===== config.mk =====
export PLATFORM = sky130hd
export DESIGN_NAME = bus_region_decoder
export DESIGN_NICKNAME = d
export VERILOG_FILES = /design/src/rtl/busdec_pkg.sv /design/src/rtl/region_window.sv /design/src/rtl/first_hit_picker.sv /design/src/rtl/dec_sequencer.sv /design/src/rtl/bus_region_decoder.sv
export SDC_FILE = /design/constraint.sdc
export NUM_CORES = 1
export LEC_CHECK = 0
export ABC_AREA = 1
export BUFFER_PORTS_ARGS = -buffer_cell sky130_fd_sc_hd__buf_2
export CAP_MARGIN = 20
export CORE_MARGIN = 2
export CORE_UTILIZATION = 54
export DETAILED_ROUTE_END_ITERATION = 10
export PLACE_DENSITY_LB_ADDON = 0.1
export SLEW_MARGIN = 20
export SYNTH_ARGS = -nofsm -noshare
export SYNTH_HDL_FRONTEND = slang
export SYNTH_HIERARCHICAL = 1
export SYNTH_SLANG_ARGS = --single-unit

===== constraint.sdc =====
create_clock -name clk -period 2.7 [get_ports clk]
set_input_delay 0 -clock clk [delete_from_list [all_inputs] [get_ports clk]]
set_output_delay 0 -clock clk [all_outputs]
set_load 0.05 [all_outputs]

===== src/rtl/busdec_pkg.sv =====
package busdec_pkg;

    typedef enum logic [1:0] {
        ST_IDLE  = 2'd0,
        ST_BUSY  = 2'd1,
        ST_DONE  = 2'd2,
        ST_FAULT = 2'd3
    } dec_state_e;

    typedef enum logic [1:0] {
        FC_NONE     = 2'd0,
        FC_UNMAPPED = 2'd1,
        FC_OVERRUN  = 2'd2,
        FC_BADLEN   = 2'd3
    } fault_cause_e;

    localparam int unsigned DEF_ADDR_W = 24;
    localparam int unsigned DEF_NUM_REG = 3;

    localparam logic [DEF_ADDR_W-1:0] DEF_ROM_BASE = 24'h000000;
    localparam logic [DEF_ADDR_W-1:0] DEF_ROM_LEN  = 24'h010000;
    localparam logic [DEF_ADDR_W-1:0] DEF_RAM_BASE = 24'h100000;
    localparam logic [DEF_ADDR_W-1:0] DEF_RAM_LEN  = 24'h100000;
    localparam logic [DEF_ADDR_W-1:0] DEF_IO_BASE  = 24'h700000;
    localparam logic [DEF_ADDR_W-1:0] DEF_IO_LEN   = 24'h000010;

    function automatic logic nbytes_legal(input logic [2:0] n);
        return (n == 3'd1) || (n == 3'd2) || (n == 3'd4);
    endfunction

endpackage


===== src/rtl/region_window.sv =====
module region_window #(
    parameter int unsigned           ADDR_W = 24,
    parameter logic [ADDR_W-1:0]     BASE   = '0,
    parameter logic [ADDR_W-1:0]     LEN    = 1
) (
    input  logic [ADDR_W-1:0] addr,
    input  logic [2:0]        nbytes,
    output logic              hit,
    output logic              overrun,
    output logic [ADDR_W-1:0] rel
);
    localparam logic [ADDR_W:0] BASE_X = {1'b0, BASE};
    localparam logic [ADDR_W:0] END_X  = {1'b0, BASE} + {1'b0, LEN};
    localparam logic [ADDR_W:0] LEN_X  = {1'b0, LEN};

    logic [ADDR_W:0] addr_x;
    logic [ADDR_W:0] span_end;

    always_comb begin
        addr_x   = {1'b0, addr};
        hit      = (addr_x >= BASE_X) && (addr_x < END_X);
        rel      = addr - BASE;
        span_end = {1'b0, rel} + {{(ADDR_W-2){1'b0}}, nbytes};
        overrun  = hit && (span_end > LEN_X);
    end
endmodule


===== src/rtl/first_hit_picker.sv =====
module first_hit_picker #(
    parameter int unsigned N     = 3,
    parameter int unsigned IDX_W = (N > 1) ? $clog2(N) : 1
) (
    input  logic [N-1:0]     hits,
    output logic             any_hit,
    output logic [IDX_W-1:0] win_idx
);
    always_comb begin
        any_hit = |hits;
        win_idx = '0;
        for (int i = N - 1; i >= 0; i--) begin
            if (hits[i]) win_idx = IDX_W'(i);
        end
    end
endmodule


===== src/rtl/dec_sequencer.sv =====
module dec_sequencer
    import busdec_pkg::*;
#(
    parameter int unsigned ADDR_W  = 24,
    parameter int unsigned DATA_W  = 32,
    parameter int unsigned NUM_REG = 3,
    parameter int unsigned IDX_W   = (NUM_REG > 1) ? $clog2(NUM_REG) : 1
) (
    input  logic                      clk,
    input  logic                      rst_n,
    input  logic                      start,
    input  logic                      dec_any,
    input  logic                      dec_overrun,
    input  logic                      dec_len_ok,
    input  logic [IDX_W-1:0]          dec_idx,
    input  logic [ADDR_W-1:0]         dec_rel,
    input  logic [2:0]                req_nbytes,
    input  logic                      req_we,
    input  logic [DATA_W-1:0]         req_wdata,
    input  logic [NUM_REG-1:0]        s_ready,
    input  logic [NUM_REG*DATA_W-1:0] s_rdata,
    output logic [NUM_REG-1:0]        s_sel,
    output logic [ADDR_W-1:0]         s_addr,
    output logic [2:0]                s_nbytes,
    output logic                      s_we,
    output logic [DATA_W-1:0]         s_wdata,
    output logic                      m_done,
    output logic [DATA_W-1:0]         m_rdata,
    output logic                      m_fault,
    output logic [1:0]                m_fault_cause
);
    dec_state_e   state_q, state_d;
    fault_cause_e cause_q, cause_d;
    logic [IDX_W-1:0]  idx_q;
    logic [ADDR_W-1:0] rel_q;
    logic [2:0]        nb_q;
    logic              we_q;
    logic [DATA_W-1:0] wd_q;
    logic [DATA_W-1:0] rd_q;
    logic              sel_ready;

    assign sel_ready = s_ready[idx_q];

    // next-state decision
    always_comb begin
        state_d = state_q;
        cause_d = cause_q;
        unique case (state_q)
            ST_IDLE: begin
                if (start) begin
                    if (!dec_len_ok) begin
                        state_d = ST_FAULT;
                        cause_d = FC_BADLEN;
                    end else if (!dec_any) begin
                        state_d = ST_FAULT;
                        cause_d = FC_UNMAPPED;
                    end else if (dec_overrun) begin
                        state_d = ST_FAULT;
                        cause_d = FC_OVERRUN;
                    end else begin
                        state_d = ST_BUSY;
                        cause_d = FC_NONE;
                    end
                end
            end
            ST_BUSY:  if (sel_ready) state_d = ST_DONE;
            ST_DONE:  state_d = ST_IDLE;
            ST_FAULT: state_d = ST_IDLE;
            default:  state_d = ST_IDLE;
        endcase
    end

    // state register and captured request
    always_ff @(posedge clk) begin
        if (!rst_n) begin
            state_q <= ST_IDLE;
            cause_q <= FC_NONE;
            idx_q   <= '0;
            rel_q   <= '0;
            nb_q    <= '0;
            we_q    <= 1'b0;
            wd_q    <= '0;
            rd_q    <= '0;
        end else begin
            state_q <= state_d;
            cause_q <= cause_d;
            if (state_q == ST_IDLE && start) begin
                idx_q <= dec_idx;
                rel_q <= dec_rel;
                nb_q  <= req_nbytes;
                we_q  <= req_we;
                wd_q  <= req_wdata;
            end
            if (state_q == ST_BUSY && sel_ready) begin
                rd_q <= s_rdata[idx_q*DATA_W +: DATA_W];
            end
        end
    end

    // outputs from state
    always_comb begin
        s_sel         = '0;
        s_addr        = '0;
        s_nbytes      = '0;
        s_we          = 1'b0;
        s_wdata       = '0;
        m_done        = 1'b0;
        m_rdata       = '0;
        m_fault       = 1'b0;
        m_fault_cause = FC_NONE;
        unique case (state_q)
            ST_IDLE: ;
            ST_BUSY: begin
                s_sel[idx_q] = 1'b1;
                s_addr       = rel_q;
                s_nbytes     = nb_q;
                s_we         = we_q;
                s_wdata      = wd_q;
            end
            ST_DONE: begin
                m_done  = 1'b1;
                m_rdata = rd_q;
            end
            ST_FAULT: begin
                m_fault       = 1'b1;
                m_fault_cause = cause_q;
            end
            default: ;
        endcase
    end

    assert_fault_one_cycle_R7: assert property (@(posedge clk) disable iff (!rst_n)
        m_fault |=> !m_fault);

    assert_cause_quiet_R7: assert property (@(posedge clk) disable iff (!rst_n)
        !m_fault |-> (m_fault_cause == 2'd0));

    assert_no_sel_on_fault_R4: assert property (@(posedge clk) disable iff (!rst_n)
        m_fault |-> (s_sel == '0));

    assert_sel_onehot_R2: assert property (@(posedge clk) disable iff (!rst_n)
        $onehot0(s_sel));

    assert_hold_stable_R8: assert property (@(posedge clk) disable iff (!rst_n)
        ((s_sel != '0) && ((s_sel & s_ready) == '0)) |=>
            ($stable(s_sel) && $stable(s_addr) && $stable(s_wdata)));

    assert_done_after_ready_R8: assert property (@(posedge clk) disable iff (!rst_n)
        ((s_sel & s_ready) != '0) |=> (m_done && !m_fault));

    assert_done_one_cycle_R8: assert property (@(posedge clk) disable iff (!rst_n)
        m_done |=> !m_done);
endmodule


===== src/rtl/bus_region_decoder.sv =====
module bus_region_decoder
    import busdec_pkg::*;
#(
    parameter int unsigned       ADDR_W  = DEF_ADDR_W,
    parameter int unsigned       DATA_W  = 32,
    parameter int unsigned       NUM_REG = DEF_NUM_REG,
    parameter logic [ADDR_W-1:0] REG_BASE [NUM_REG] = '{DEF_ROM_BASE, DEF_RAM_BASE, DEF_IO_BASE},
    parameter logic [ADDR_W-1:0] REG_LEN  [NUM_REG] = '{DEF_ROM_LEN, DEF_RAM_LEN, DEF_IO_LEN}
) (
    input  logic                      clk,
    input  logic                      rst_n,
    input  logic                      m_start,
    input  logic [ADDR_W-1:0]         m_addr,
    input  logic [2:0]                m_nbytes,
    input  logic                      m_we,
    input  logic [DATA_W-1:0]         m_wdata,
    output logic [DATA_W-1:0]         m_rdata,
    output logic                      m_done,
    output logic                      m_fault,
    output logic [1:0]                m_fault_cause,
    output logic [NUM_REG-1:0]        s_sel,
    output logic [ADDR_W-1:0]         s_addr,
    output logic [2:0]                s_nbytes,
    output logic                      s_we,
    output logic [DATA_W-1:0]         s_wdata,
    input  logic [NUM_REG*DATA_W-1:0] s_rdata,
    input  logic [NUM_REG-1:0]        s_ready
);
    localparam int unsigned IDX_W = (NUM_REG > 1) ? $clog2(NUM_REG) : 1;
    localparam logic [ADDR_W:0] SPAN_END =
        {1'b0, REG_BASE[NUM_REG-1]} + {1'b0, REG_LEN[NUM_REG-1]};

    logic [NUM_REG-1:0] hit_vec;
    logic [NUM_REG-1:0] ovr_vec;
    logic [ADDR_W-1:0]  rel_vec [NUM_REG];
    logic               any_hit;
    logic [IDX_W-1:0]   win_idx;

    for (genvar g = 0; g < NUM_REG; g++) begin : g_win
        region_window #(
            .ADDR_W (ADDR_W),
            .BASE   (REG_BASE[g]),
            .LEN    (REG_LEN[g])
        ) u_win (
            .addr    (m_addr),
            .nbytes  (m_nbytes),
            .hit     (hit_vec[g]),
            .overrun (ovr_vec[g]),
            .rel     (rel_vec[g])
        );

        assert_rel_in_window_R3: assert property (@(posedge clk) disable iff (!rst_n)
            s_sel[g] |-> (({1'b0, s_addr} + {{(ADDR_W-2){1'b0}}, s_nbytes})
                          <= {1'b0, REG_LEN[g]}));
    end

    first_hit_picker #(
        .N     (NUM_REG),
        .IDX_W (IDX_W)
    ) u_pick (
        .hits    (hit_vec),
        .any_hit (any_hit),
        .win_idx (win_idx)
    );

    dec_sequencer #(
        .ADDR_W  (ADDR_W),
        .DATA_W  (DATA_W),
        .NUM_REG (NUM_REG),
        .IDX_W   (IDX_W)
    ) u_seq (
        .clk           (clk),
        .rst_n         (rst_n),
        .start         (m_start),
        .dec_any       (any_hit),
        .dec_overrun   (ovr_vec[win_idx]),
        .dec_len_ok    (nbytes_legal(m_nbytes)),
        .dec_idx       (win_idx),
        .dec_rel       (rel_vec[win_idx]),
        .req_nbytes    (m_nbytes),
        .req_we        (m_we),
        .req_wdata     (m_wdata),
        .s_ready       (s_ready),
        .s_rdata       (s_rdata),
        .s_sel         (s_sel),
        .s_addr        (s_addr),
        .s_nbytes      (s_nbytes),
        .s_we          (s_we),
        .s_wdata       (s_wdata),
        .m_done        (m_done),
        .m_rdata       (m_rdata),
        .m_fault       (m_fault),
        .m_fault_cause (m_fault_cause)
    );

    assert_hit_inside_span_R5: assert property (@(posedge clk) disable iff (!rst_n)
        any_hit |-> ({1'b0, m_addr} < SPAN_END));
endmodule


Word-level counts from Yosys, hierarchy flattened. Index checks and enable logic that the tools add are counted.

Flip-flop bits (word level): 98. Output and inout bits: 99. Logic and storage cells: 80. Bits of input ports: 162.

Magnitude comparators: 12. Shift-type cells: 1. Add/subtract/negate cells: 5. Bitwise logic cells: 1. Muxes and demuxes: 30. Equality and inequality tests: 8. Reduce and logical (&&, ||, !) cells: 15.

Operator list (number): indexed part select 96 x 8 -> 32 bit (1); adder 24 x 3 -> 25 bit (3); two-way mux 24 bit (3); two-way mux 32 bit (2); binary-select mux 24 bit (select 2 bit) (1); > comparator 25 x 17 -> 1 bit, second input constant (1); > comparator 25 x 21 -> 1 bit, second input constant (1); > comparator 25 x 5 -> 1 bit, second input constant (1); greater-or-equal comparator 24 x 21 -> 1 bit, second input constant (1); greater-or-equal comparator 24 x 23 -> 1 bit, second input constant (1); less-than comparator 24 x 17 -> 1 bit, second input constant (1); less-than comparator 24 x 22 -> 1 bit, second input constant (1); less-than comparator 24 x 23 -> 1 bit, second input constant (1); two-way mux 2 bit (12); subtractor 24 x 21 -> 24 bit, second input constant (1); subtractor 24 x 23 -> 24 bit, second input constant (1); logical AND 1 bit (8); less-than comparator 2 x 3 -> 1 bit, second input constant (2); two-way mux 1 bit (6); two-way mux 3 bit (2); one-hot mux 2 bit (3 select lines) (1); binary-select mux 1 bit (select 2 bit) (2); equality test 2 bit, second input constant (2); AND reduction 2 bit (2); other kinds (14) (15).

Logic depth before layout (Yosys ltp). Gate-level depths: netlist (run 1).

Depth after elaboration: 12. Mapped depth: 22. Gate-level depth less buffers: 22.

By module. Netlist (run 1), hierarchy kept.

Modules (own cells, without submodules): dec_sequencer (seq. area each 1961.9 sq um, area an instance 4665.7 sq um, cells an instance 751, instances 1); region_window (g_win[2].u_win) (seq. area each 0.0 sq um, area an instance 1213.7 sq um, cells an instance 225, instances 1); region_window (g_win[1].u_win) (seq. area each 0.0 sq um, area an instance 1209.9 sq um, cells an instance 246, instances 1); region_window (g_win[0].u_win) (seq. area each 0.0 sq um, area an instance 1067.3 sq um, cells an instance 217, instances 1); bus_region_decoder (seq. area each 0.0 sq um, area an instance 855.8 sq um, cells an instance 194, instances 1); first_hit_picker (seq. area each 0.0 sq um, area an instance 31.3 sq um, cells an instance 7, instances 1).

Worst setup path after synthesis (run 1). OpenSTA, ideal clock, no wires.

Path type: reg-to-output. Start point: register u_seq.state_q[1]. End point: output port m_rdata[10]. Required time: 2700 ps. Slack: 522 ps. Cell stages (with the launch flop): 6. Buffers on the path: 1. Data arrival time: 2178 ps. Cell sequence: dfxtp_1 > inv_1 > nor2_1 > inv_1 > clkbuf_1 > nor2_1.

Cells in the longest elaborated chain, start to end: 2.

Ends and longest elaborated chain: from (decl) (line dec_sequencer.sv:32) `dec_state_e state_q, state_d;`; from (signal assigned) (line dec_sequencer.sv:85) `state_q <= state_d;`; equality test 2 bit (line dec_sequencer.sv:111) `unique case (state_q)`; two-way mux 32 bit (line dec_sequencer.sv:111); to (decl) (line bus_region_decoder.sv:17) `output logic [DATA_W-1:0] m_rdata,`.

No other way between the ends.

Worst setup path after layout (run 1).
Start point: register u_seq.state_q[0]. End point: output port s_sel[2].

Cells in the longest elaborated chain, start to end: 2.

Ends and longest elaborated chain: equality test 2 x 1 -> 1 bit (line dec_sequencer.sv:111); two-way mux 3 bit (line dec_sequencer.sv:111); to (decl) (line bus_region_decoder.sv:21) `output logic [NUM_REG-1:0] s_sel,`.

No other way between the ends.

==> results of run 1 <==
[worst max-delay path, cell delays in order, from the launching register on]
cell      delay, ns
dfxtp_1        0.38
inv_1          0.10
nor2_1         0.21
clkinv_2       0.72
nor3_1         0.41
buf_2          0.34
[layout by cell type, fill, tap and decap left out, types with 4 or more instances in the layout]
master and n:
xor2_1 5, dfxtp_1 98, nand4_1 26, nor2_4 9, buf_2 260, nor2_1 266, dlygate4sd3_1 41, inv_2 6
a21oi_1 68, nor2_2 12, nand3b_1 9, o21bai_1 5, o21ai_0 75, nand3_2 4, inv_1 236, nand2_2 22
xnor2_1 5, ha_1 13, nand2_1 494, nand3_1 123, nor3_1 10, nand2_4 4, o21ai_1 4, buf_4 34
clkbuf_16 9
[synth_stat cells (all sizes together)]
library cell and number:
nand2 520, nor2 289, inv 244, nand3 129, dfxtp 98, buf 94
o21ai 79, a21oi 68, clkbuf 29, nand4 26, ha 13, nor3 11
nand3b 9, o21bai 5, xnor2 5, xor2 5, and2 3, fa 3
nor4 3, or2 3, o21a 2, clkinv 1, nor3b 1
[per-stage QoR]
step | cell area [um^2] | setup slack [ns] | hold slack, ns
detailed placement | 10200 | 0.111 | 0.285
global route | 10900 | 0.0277 | 0.0258
CTS | 10900 | 0.466 | 0.00280
floorplan | 9040 | 0.522 | 0.191
global placement | 10200 | 0.129 | 0.278
finish | 10900 | 0.181 | 0.00971
[repair_timing]
item / 4_1_cts / 5_1_grt
hold buffers: 41 / 0
hold endpoints to repair: 40 / 0
buffers inserted: 0 / 0
[layout make-up]
class	instances	area, um^2	share of cell area
Timing Repair Buffer	338	2030	0.186
Multi-Input combinational cell	1174	5400	0.495
Clock inverter	7	92.6	0.00849
Tap cell	220	275	0.0252
Sequential cell	98	1960	0.180
Clock buffer	9	225	0.0206
Inverter	245	923	0.0846
Antenna cell	1	2.50	0.000229
[power groups by stage]
stage	logic (W)	clock network, W	registers, W
global route	0.00167	0.00143	0.00164
finish	0.00150	0.00137	0.00162
detailed placement	0.00142	0	0.00165
CTS	0.00148	0.00138	0.00162
floorplan	0.00102	0	0.00165
global placement	0.00141	0	0.00165
[cells by family (layout without fill, tap and decap cells)]
logic type | Yosys count | count (layout) | share of synthesized area
AO/OA/AOI/OAI | 154 | 154 | 0.0872
XOR/XNOR | 10 | 10 | 0.00968
adder cells (fa/ha/maj) | 16 | 16 | 0.0246
buffers and inverters | 368 | 599 | 0.187
flip-flops | 98 | 98 | 0.217
other | 0 | 1 | 0
AND/OR/NAND/NOR | 994 | 994 | 0.474
[worst paths after layout]
kind | start | to | slack (ns) | cells after the start
worst max register to register | u_seq/state_q[0]$_SDFFE_PN0P_ | u_seq/state_q[0]$_SDFFE_PN0P_ | 0.69 | 5
worst min-delay path | s_rdata[81] | u_seq/rd_q[17]$_SDFFE_PN0P_ | 0.01 | 5
worst max-delay path | u_seq/state_q[0]$_SDFFE_PN0P_ | s_sel[2] | 0.18 | 5
worst min register to register | u_seq/wd_q[0]$_SDFFE_PN0P_ | u_seq/wd_q[0]$_SDFFE_PN0P_ | 0.46 | 2
[flip-flops by register name (all words and copies together), names as in the netlist]
name / count
u_seq/nb_q: 3
u_seq/wd_q: 32
u_seq/state_q: 2
u_seq/we_q: 1
u_seq/rd_q: 32
u_seq/rel_q: 24
u_seq/cause_q: 2
u_seq/idx_q: 2
[routing by layer]
layer | global-route usage | wire (um)
met4 | 0.140 | 1230
met3 | 0.0529 | 1940
met1 | 0.384 | 12200
met5 | 0 | 0
met2 | 0.590 | 14300
==> results.md, run 1 <==
- Final net count: 2044
- Row cnt: 47
- Drt via density: a little under 5
- Syn_area_per_cell: 5.51 um^2
- Post-synth cell types: 38
- HP Class: primary input to flip-flop
- Clock buffer depth: 2
- Combinational Power Share: 0.334
- I/O Buffers: 260
- Max Slew Vio Count: 0
- # DRC: 0
- Final Hold Viols: 0
- Synthesized area: ~9000 um^2
- Status: finished clean
- Power share of the sequential group: 0.362
- Unrepaired setup endpoints after global routing: false
- Iteration-0 DRC count of the detailed router: between 700 and 800
- CORE AREA: 16500 um^2
- Worst setup SP type: flip-flop
- Flops & latches, synth: 98
- WL/cell: 14.2 um
- Initial Util: 0.549
- Synth top area cells: dfxtp_1, nand2_1, nor2_1
- Vias in the first global route: 9561
- Max IR drop VDD: between 300 and 400 uV
- Total Negative Setup Slacks: 0 ns
- Clk slew on worst S/H paths: about 0.080 ns
- Final core occ: 0.663
- Max_cap viols: 0
- Worst-Margin Slew: about 0.85 ns
- Sw Ratio: 0.373
- Pleak: around 5.9 nW
- GPL Wtd Cong: between 0.9 and 1
- Crit path max fanout: 64
- CTS buffer count: 9
- Die ar.: between 15000 and 20000 um^2
- Largest net degree at the start of global routing: 69
- ANT nets after route: 0
- Antenna violations before repair: 1
- Pwr dens: between 400 and 500 nW/um^2
- Clock root cell: clkbuf_16
- Die Ht: 133 um
- Sw Pwr: approximately 0.0017 W
- Arr. time, crit path: about 2.5 ns
- Critical path required time: 2.70 ns
- Cell taking the most area after synthesis: dfxtp_1
- Layout cells sized above 1: 0.203
- Final-layout fill cell count: roughly 1600
- Syn Nets: ~1800
- Tot Pwr: 0.00449 W
- Period utilization: 0.933
- Cts repair resizes: 0
- CTS H-tree depth: 3
- Fin cells: 2092
- Clk pwr share: 0.304
- CTS tree: done
- Post-DP HPWL: 21900 um
- Yosys Warn Count: 6
- Global-route wire length before repair: ~47000 um
- Clk_lat worst skew: 0.34 ns
- Area delta synth->final: 20.7%
- Sink Count: 98
- F_max: slightly below 0.4 GHz
- Crit Path Class: flip-flop to output port
- Min Tclk post-route: about 2.5 ns
- P_int: about 0.0028 W
- Total wire length: 29600 um
- DRT Pass-1 Iters: 5
- Crit end category: output port
- Via count: between 10000 and 15000
- Gr usage total: 0.327
- Top-area cell type share of the netlist area: 0.217
- Final setup viols: 0
- Grt ovf: 0
- Post-synthesis sequential area ratio: 0.217
- Clock skew: 0.0115 ns
- Placed insts: roughly 2000
- Worst rel slew slack: 0.430
- Syn Inst Count: around 1600
- Die X: roughly 130 um
- I/O pin total: ~260
No activity file was read; power rests on OpenSTA's default activity.
==> run 2, diff against run 1 <==
- ABC_AREA: 1 -> default
- ABC_CLOCK_PERIOD_IN_PS: default -> 2700
- CORE_UTILIZATION: 54 -> 52
==> run 2 against run 1 <==
Highest routed layer unchanged. Sequential share of layout area grew 1.9 points. Fmax grew 1.6%. Combinational power shrank 23%. Register-to-register slack gained 0.17 ns. Power shrank 11%. Worst setup slack gained 0.039 ns. Clock power shrank 10%. Via count shrank 22%.
==> results.md, run 2 <==
- Status: finished clean
- Crit path max fanout: 5 (-92%)
- Sw Pwr: 0.00132 W (-21%)
- Commonest cells in the netlist: nand2_1, a21oi_1, dfxtp_1
- Initial Util: 0.528 (-0.0212)
- ANT nets after route: 0 (unchanged)
- Die Ht: 128 um (-4.4%)
- Clk pwr share: 0.308 (+0.004)
- Sw Ratio: 0.332 (-0.0403)
- Post-synthesis sequential area ratio: 0.247 (+0.0302)
- Fin cells: 1474 (-30%)
- Final setup viols: 0 (unchanged)
- Clock buffer depth: 2 (unchanged)
- I/O Buffers: 260 (unchanged)
- Max_cap viols: 0 (unchanged)
- Period utilization: 0.918 (-0.0145)
- Critical path required time: 2.93 ns (+0.23 ns)
- CP peak stage delay: 0.42 ns (-0.30 ns)
- Worst setup SP type: primary input
- Crit path buf inv count: 1 (-2)
- Largest net degree at the start of global routing: 62 (-10%)
- Post-DP HPWL: 17100 um (-22%)
- Critical-path cell list: buf_2 > ha_1 > fa_1 > a21oi_1 > nor3_1 > xor2_1 > or4_1 > a211oi_2 > a41o_1 > a31oi_1 > mux2i_1 > o2bb2ai_1 > o21ai_0 > o41ai_1
- Sink Count: 98 (unchanged)
- Family with the most delay on the worst path: compound AO/OA/AOI/OAI gates
- I/O pin total: 261 (unchanged)
- Buffers inserted by post-CTS timing repair: 0 (unchanged)
- Post-synth cell types: 73 (+92%)
- Commonest non-fill, non-tap cells in the layout: buf_2, nand2_1, a21oi_1, dfxtp_1, and2_1
- Synth top area cells: dfxtp_1, a21oi_1, mux2i_1
- Min Tclk post-route: 2.48 ns (-0.0391 ns)
- Syn_area_per_cell: 7.68 um^2 (+39%)
- Pwr dens: 404 nW/um^2 (-1.7%)
- Global-route wire length before repair: 37000 um (-22%)
- Crit end category: flip-flop
- CTS tree: done
- Unrepaired setup endpoints after global routing: false
- Most common cell after layout, fill and taps aside: buf_2
- Clk slew on worst S/H paths: 0.07 ns (about the same)
- F_max: 0.403 GHz (+1.6%)
- Combinational Power Share: 0.290 (-0.044)
- Yosys Warn Count: 6 (unchanged)
- P_int: 0.00266 W (-5.5%)
- Max Slew Vio Count: 0 (unchanged)
- Worst Hold Slack: 0.0161 ns (+0.00637 ns)
- Final Hold Viols: 0 (unchanged)
- Layout cells sized above 1: 0.315 (+0.112)
- Via count: 8086 (-22%)
- Area delta synth->final: 24.2%
- CP max stage cell: fa_1
- HP Class: primary input to flip-flop
- Worst rel slew slack: 0.473 (+0.0434)
- Max IR drop VDD: 519 uV (+47%)
- Regs by FF count: u_seq/rd_q: 32 flops, u_seq/wd_q: 32 flops, u_seq/rel_q: 24 flops
- CORE AREA: 15000 um^2 (-8.7%)
- WL/cell: 15.9 um (+12%)
- Final core occ: 0.656 (-0.00684)
- Row cnt: 45 (-4.3%)
- DRT Pass-1 Iters: 5 (unchanged)
- Clock skew: 0.00659 ns (-0.00490 ns)
- Final net count: 1459 (-29%)
- Top-area cell type share of the netlist area: 0.247 (+0.0302)
- # DRC: 0 (unchanged)
- Synth async-reset ratio: 0 (unchanged)
- Iteration-0 DRC count of the detailed router: 526 (-34%)
- Power share of the sequential group: 0.402 (+0.040)
- CTS buffer count: 9 (unchanged)
- Gr usage total: 0.278 (-0.0492)
- Pleak: 4.27 nW (-28%)
- CTS H-tree depth: 3 (unchanged)
- Cell taking the most area after synthesis: dfxtp_1
- Worst-Margin Slew: 0.790 ns (-0.0641 ns)
- N_diodes: 0 (-1)
- Vias in the first global route: 7382 (-23%)
- EDFF count, synth: 0 (unchanged)
- Arr. time, crit path: 2.71 ns (+0.19 ns)
- Die ar.: 16300 um^2 (-8.6%)
- Drt via density: 5.49 (+10%)
- Most frequent cell after synthesis: nand2_1
- Syn Inst Count: 1034 (-37%)
- Antenna violations before repair: 0 (-1)
- Flops & latches, synth: 98 (unchanged)
- Main synth FF type: dfxtp_1
- Die X: 128 um (-4.4%)
- Clk_lat worst skew: 0.35 ns (about the same)
- Syn Nets: 1212 (-33%)
- Total wire length: 23400 um (-21%)
- GPL Wtd Cong: 0.934 (-4.4%)
- Grt ovf: 0 (unchanged)
- Clock root cell: clkbuf_16
- Placed insts: 1422 (-30%)
- Crit Path Class: primary input to flip-flop
- Synthesized area: 7940 um^2 (-12%)
==> run 2: cell count changes after synthesis, moves of 72 or more <==
cell,before,now
nand3_1,124,20
and2_1,3,97
a21oi_1,68,140
nor2_1,267,53
inv_1,236,15
nand2_1,494,153
==> run 2: kinds of logic after synthesis <==
logic type / Yosys count / share of synthesized area
buffers and inverters: 146 / 0.114
AO/OA/AOI/OAI: 259 / 0.223
multiplexers: 65 / 0.0843
XOR/XNOR: 29 / 0.0320
AND/OR/NAND/NOR: 421 / 0.272
adder cells (fa/ha/maj): 16 / 0.0281
flip-flops: 98 / 0.247
==> run 2: metrics by stage <==
step	area (um^2)	setup TNS, ns	setup slack, ns	total power (W)
2_1_floorplan	7940	0	0.207	0.00237
3_3_place_gp	9210	-0.223	-0.154	0.00272
3_5_place_dp	9210	-0.321	-0.200	0.00274
4_1_cts	9850	0	0.167	0.00400
5_1_grt	9860	0	0.0407	0.00420
6_report	9860	0	0.220	0.00398
==> run 2: metal layers <==
layer  track usage  share of wire  vias to the layer above
li1              -              -                     4076
met1         0.359           0.44                     3725
met5             0              0                        -
met3        0.0574          0.063                       26
met2         0.474           0.48                      259
met4        0.0718          0.016                        0
==> run 2: power by group through the flow <==
| stage | Clock, W | Combinational [W] | Sequential, W |
|---|---|---|---|
| final | 0.00123 | 0.00116 | 0.00160 |
| after global routing | 0.00132 | 0.00126 | 0.00161 |
| after CTS | 0.00125 | 0.00115 | 0.00160 |
| after detailed placement | 0 | 0.00110 | 0.00163 |
| after global placement | 0 | 0.00109 | 0.00163 |
| after floorplan | 0 | 0.000756 | 0.00162 |
==> run 2: area by class of cell <==
type,instances,area [um^2]
well taps,188,235
clock buffers,11,243
fillers,1370,5170
multi-input cells,790,5110
clock inverters,5,38.8
repair buffers,366,2210
flip-flops and latches,98,1960
inverters,16,61.3
==> run 2: final timing paths <==
| path | startpoint | cells past startpoint | slack, ns | endpoint |
|---|---|---|---|---|
| worst max-delay path | m_addr[0] | 14 | 0.22 | u_seq/state_q[1]$_SDFFE_PN0P_ |
| worst min-delay path | s_rdata[68] | 3 | 0.02 | u_seq/rd_q[4]$_SDFFE_PN0P_ |
| worst max register to register | u_seq/idx_q[1]$_SDFFE_PN0P_ | 4 | 0.86 | u_seq/rd_q[26]$_SDFFE_PN0P_ |
| worst min register to register | u_seq/rel_q[6]$_SDFFE_PN0P_ | 2 | 0.45 | u_seq/rel_q[6]$_SDFFE_PN0P_ |
==> run 2: worst reg2reg max path: stages (launching register included) <==
cell and delay (ns):
dfxtp_1 0.46, nor2b_2 0.60, buf_4 0.35, a21oi_1 0.14
a211oi_2 0.21
==> run 2: timing repair <==
action | CTS | global route
gates resized for setup | 0 | 2
setup endpoints to repair | 0 | 1
hold endpoints to repair | 36 | 0
hold buffers | 36 | 0
==> run 3, diff against run 2 <==
- ABC_AREA: default -> 1
- BUFFER_PORTS_ARGS: -buffer_cell sky130_fd_sc_hd__buf_2 -> -buffer_cell sky130_fd_sc_hd__buf_4
- CORE_UTILIZATION: 52 -> 54
==> run 3 against run 2 <==
Utilization up 4.0 points. Via count grew 31%. Clock power increased by 11%. Wire length rose by 31%. Die area is 9.4% higher. Power rose by 15%. Global-route usage up 5.7 points. Worst setup slack gained 0.25 ns. Combinational power grew 38%. Critical endpoint is now u_seq/cause_q[1]$_SDFFE_PN0P_. Cell area grew 16%. Cell count up 41%. Critical path type unchanged. Non-clock buffer count shrank 42.
==> results.md, run 3 (same netlist as run 1, synthesis figures left out) <==
- Final net count: 2030 (+39%)
- Setup Slack @ Placement: 0.114 ns (+0.314 ns)
- Iteration-0 DRC count of the detailed router: 762 (+45%)
- DRT Pass-1 Iters: 7 (+2)
- Critical path required time: 2.93 ns (about the same)
- # DRC: 0 (unchanged)
- ANT nets after route: 0 (unchanged)
- WL/cell: 14.8 um (-7.1%)
- F_max: 0.449 GHz (+11%)
- CTS H-tree depth: 3 (unchanged)
- Vias in the first global route: 9691 (+31%)
- Buffers inserted by post-CTS timing repair: 0 (unchanged)
- Max_cap viols: 0 (unchanged)
- Final-layout fill cell count: 1510 (+10%)
- Final Hold Viols: 0 (unchanged)
- Pwr dens: 400 nW/um^2 (-0.97%)
- Most common cell after layout, fill and taps aside: nand2_1
- Post-DP HPWL: 22300 um (+30%)
- GPL Wtd Cong: 0.975 (+4.3%)
- Clock root cell: clkbuf_16
- CORE AREA: 16500 um^2 (+9.5%)
- Regs by FF count: u_seq/rd_q: 32 flops, u_seq/wd_q: 32 flops, u_seq/rel_q: 24 flops
- Pleak: 6.01 nW (+41%)
- Gr usage total: 0.336 (+0.0575)
- I/O pin total: 261 (unchanged)
- Total Negative Setup Slacks: 0 ns (unchanged)
- Crit end category: flip-flop
- Max Slew Vio Count: 0 (unchanged)
- CTS buffer count: 9 (unchanged)
- Drt via density: 5.11 (-6.8%)
- CTS tree: done
- Row cnt: 47 (+4.4%)
- Antenna violations before repair: 0 (unchanged)
- Die ar.: 17800 um^2 (+9.4%)
- Max IR drop VDD: 298 uV (-43%)
- Clock buffer depth: 2 (unchanged)
- Arr. time, crit path: 2.46 ns (-0.25 ns)
- Initial Util: 0.549 (+0.0212)
- Period utilization: 0.826 (-0.0928)
- Via count: 10619 (+31%)
- Worst rel slew slack: 0.506 (+0.0329)
- HP Class: primary input to flip-flop
- Commonest non-fill, non-tap cells in the layout: nand2_1, buf_4, nor2_1, inv_1, nand3_1
- Clk slew on worst S/H paths: 0.07 ns (about the same)
- Layout cells sized above 1: 0.197 (-0.118)
- Worst-Margin Slew: 0.741 ns (-0.0494 ns)
- Die X: 133 um (+4.6%)
- Crit Path Class: primary input to flip-flop
- N_diodes: 0 (unchanged)
- Total wire length: 30600 um (+31%)
- Area delta synth->final: 26.7%
- Clk_lat worst skew: 0.35 ns (about the same)
- I/O Buffers: 260 (unchanged)
- Worst setup SP type: primary input
- Storage cell area: 1960 um^2 (about the same)
- Global-route wire length before repair: 48700 um (+31%)
- Unrepaired setup endpoints after global routing: false
- Crit path max fanout: 10 (+5)
- Area of the multi-input gates: 5400 um^2 (+5.8%)
- Cts repair resizes: 0 (unchanged)
- Status: finished clean
- Die Ht: 133 um (+4.6%)
- Min Tclk post-route: 2.23 ns (-0.251 ns)
- Grt ovf: 0 (unchanged)
- Setup ws final: 0.471 ns (+0.251 ns)
- Clock skew: 0.0161 ns (+0.00948 ns)
- Final setup viols: 0 (unchanged)
- Sink Count: 98 (unchanged)
- Largest net degree at the start of global routing: 81 (+31%)
run 3: changes by cell type in the layout (fill, tap and decap cells not counted), moves of 31 or more:
| cell | previous run | this run |
|---|---|---|
| a211oi_2 | 31 | 0 |
| buf_4 | 68 | 280 |
| o21ai_0 | 14 | 75 |
| mux2i_1 | 61 | 0 |
| buf_2 | 260 | 0 |
| nand2_1 | 152 | 494 |
| and2_1 | 95 | 3 |
| a21oi_1 | 139 | 68 |
| inv_1 | 15 | 236 |
| nor2_1 | 53 | 266 |
| nand3_1 | 20 | 123 |
run 3: final timing paths:
path,from,endpoint,slack [ns],cells past startpoint
setup reg to reg,u_seq/idx_q[0]$_SDFFE_PN0P_,u_seq/rd_q[27]$_SDFFE_PN0P_,0.77,8
setup / recovery,m_addr[0],u_seq/cause_q[1]$_SDFFE_PN0P_,0.47,21
hold reg to reg,u_seq/rel_q[6]$_SDFFE_PN0P_,u_seq/rel_q[6]$_SDFFE_PN0P_,0.46,2
hold / removal,s_rdata[77],u_seq/rd_q[13]$_SDFFE_PN0P_,0.0003,5
run 3: repair_timing:
action                                  CTS  global route
endpoints found under the hold margin    40             0
hold buffers                             41             0
endpoints found under the setup margin    0             0
run 3: worst max-delay path: stages:
cell	delay, ns
buf_4	0.14
ha_1	0.23
fa_1	0.42
nand3_1	0.14
nand2_2	0.15
nand3_1	0.17
nand2_1	0.07
nand2_1	0.07
nand3_1	0.06
nor2_1	0.11
nand3_1	0.10
nor2_1	0.13
nor3_1	0.06
inv_1	0.07
nand2_1	0.05
nand3_1	0.09
nand2_1	0.08
nand2_1	0.07
nand2_1	0.04
o21ai_0	0.15
a21oi_1	0.05
run 3: through the flow:
step | area [um^2] | power [W] | instances | utilization | hold slack [ns]
after floorplan | 9040 | 0.00267 | 1640 | - | 0.191
after detailed placement | 10700 | 0.00317 | 2020 | 0.651 | 0.295
after global placement | 10700 | 0.00315 | 2020 | 0.651 | 0.283
final | 11500 | 0.00458 | 2077 | 0.696 | 0.000259
after global routing | 11500 | 0.00483 | 2077 | 0.696 | 0.0298
after CTS | 11500 | 0.00457 | 2077 | 0.696 | 0.000368
run 3: power breakdown:
group	total (W)	internal (W)	leakage, nW	switching, W
Clock	0.00136	0.000746	0.157	0.000611
Sequential	0.00163	0.00158	0.807	0.0000418
Combinational	0.00160	0.000574	5.05	0.00103
run 3: per-layer routing:
metal	up-vias	GRT usage	wire (um)	share of wire
met4	0	0.152	1330	0.043
met1	4727	0.387	12000	0.39
met3	92	0.0582	2330	0.076
met5	-	0	0	0
li1	5394	-	-	-
met2	406	0.605	15000	0.49
run 3: layout make-up:
type                    count  area share
clock inverters             7     0.00830
multi-input cells        1174       0.472
flip-flops and latches     98       0.171
clock buffers               9      0.0197
well taps                 220      0.0240
repair buffers            324       0.225
inverters                 245      0.0805
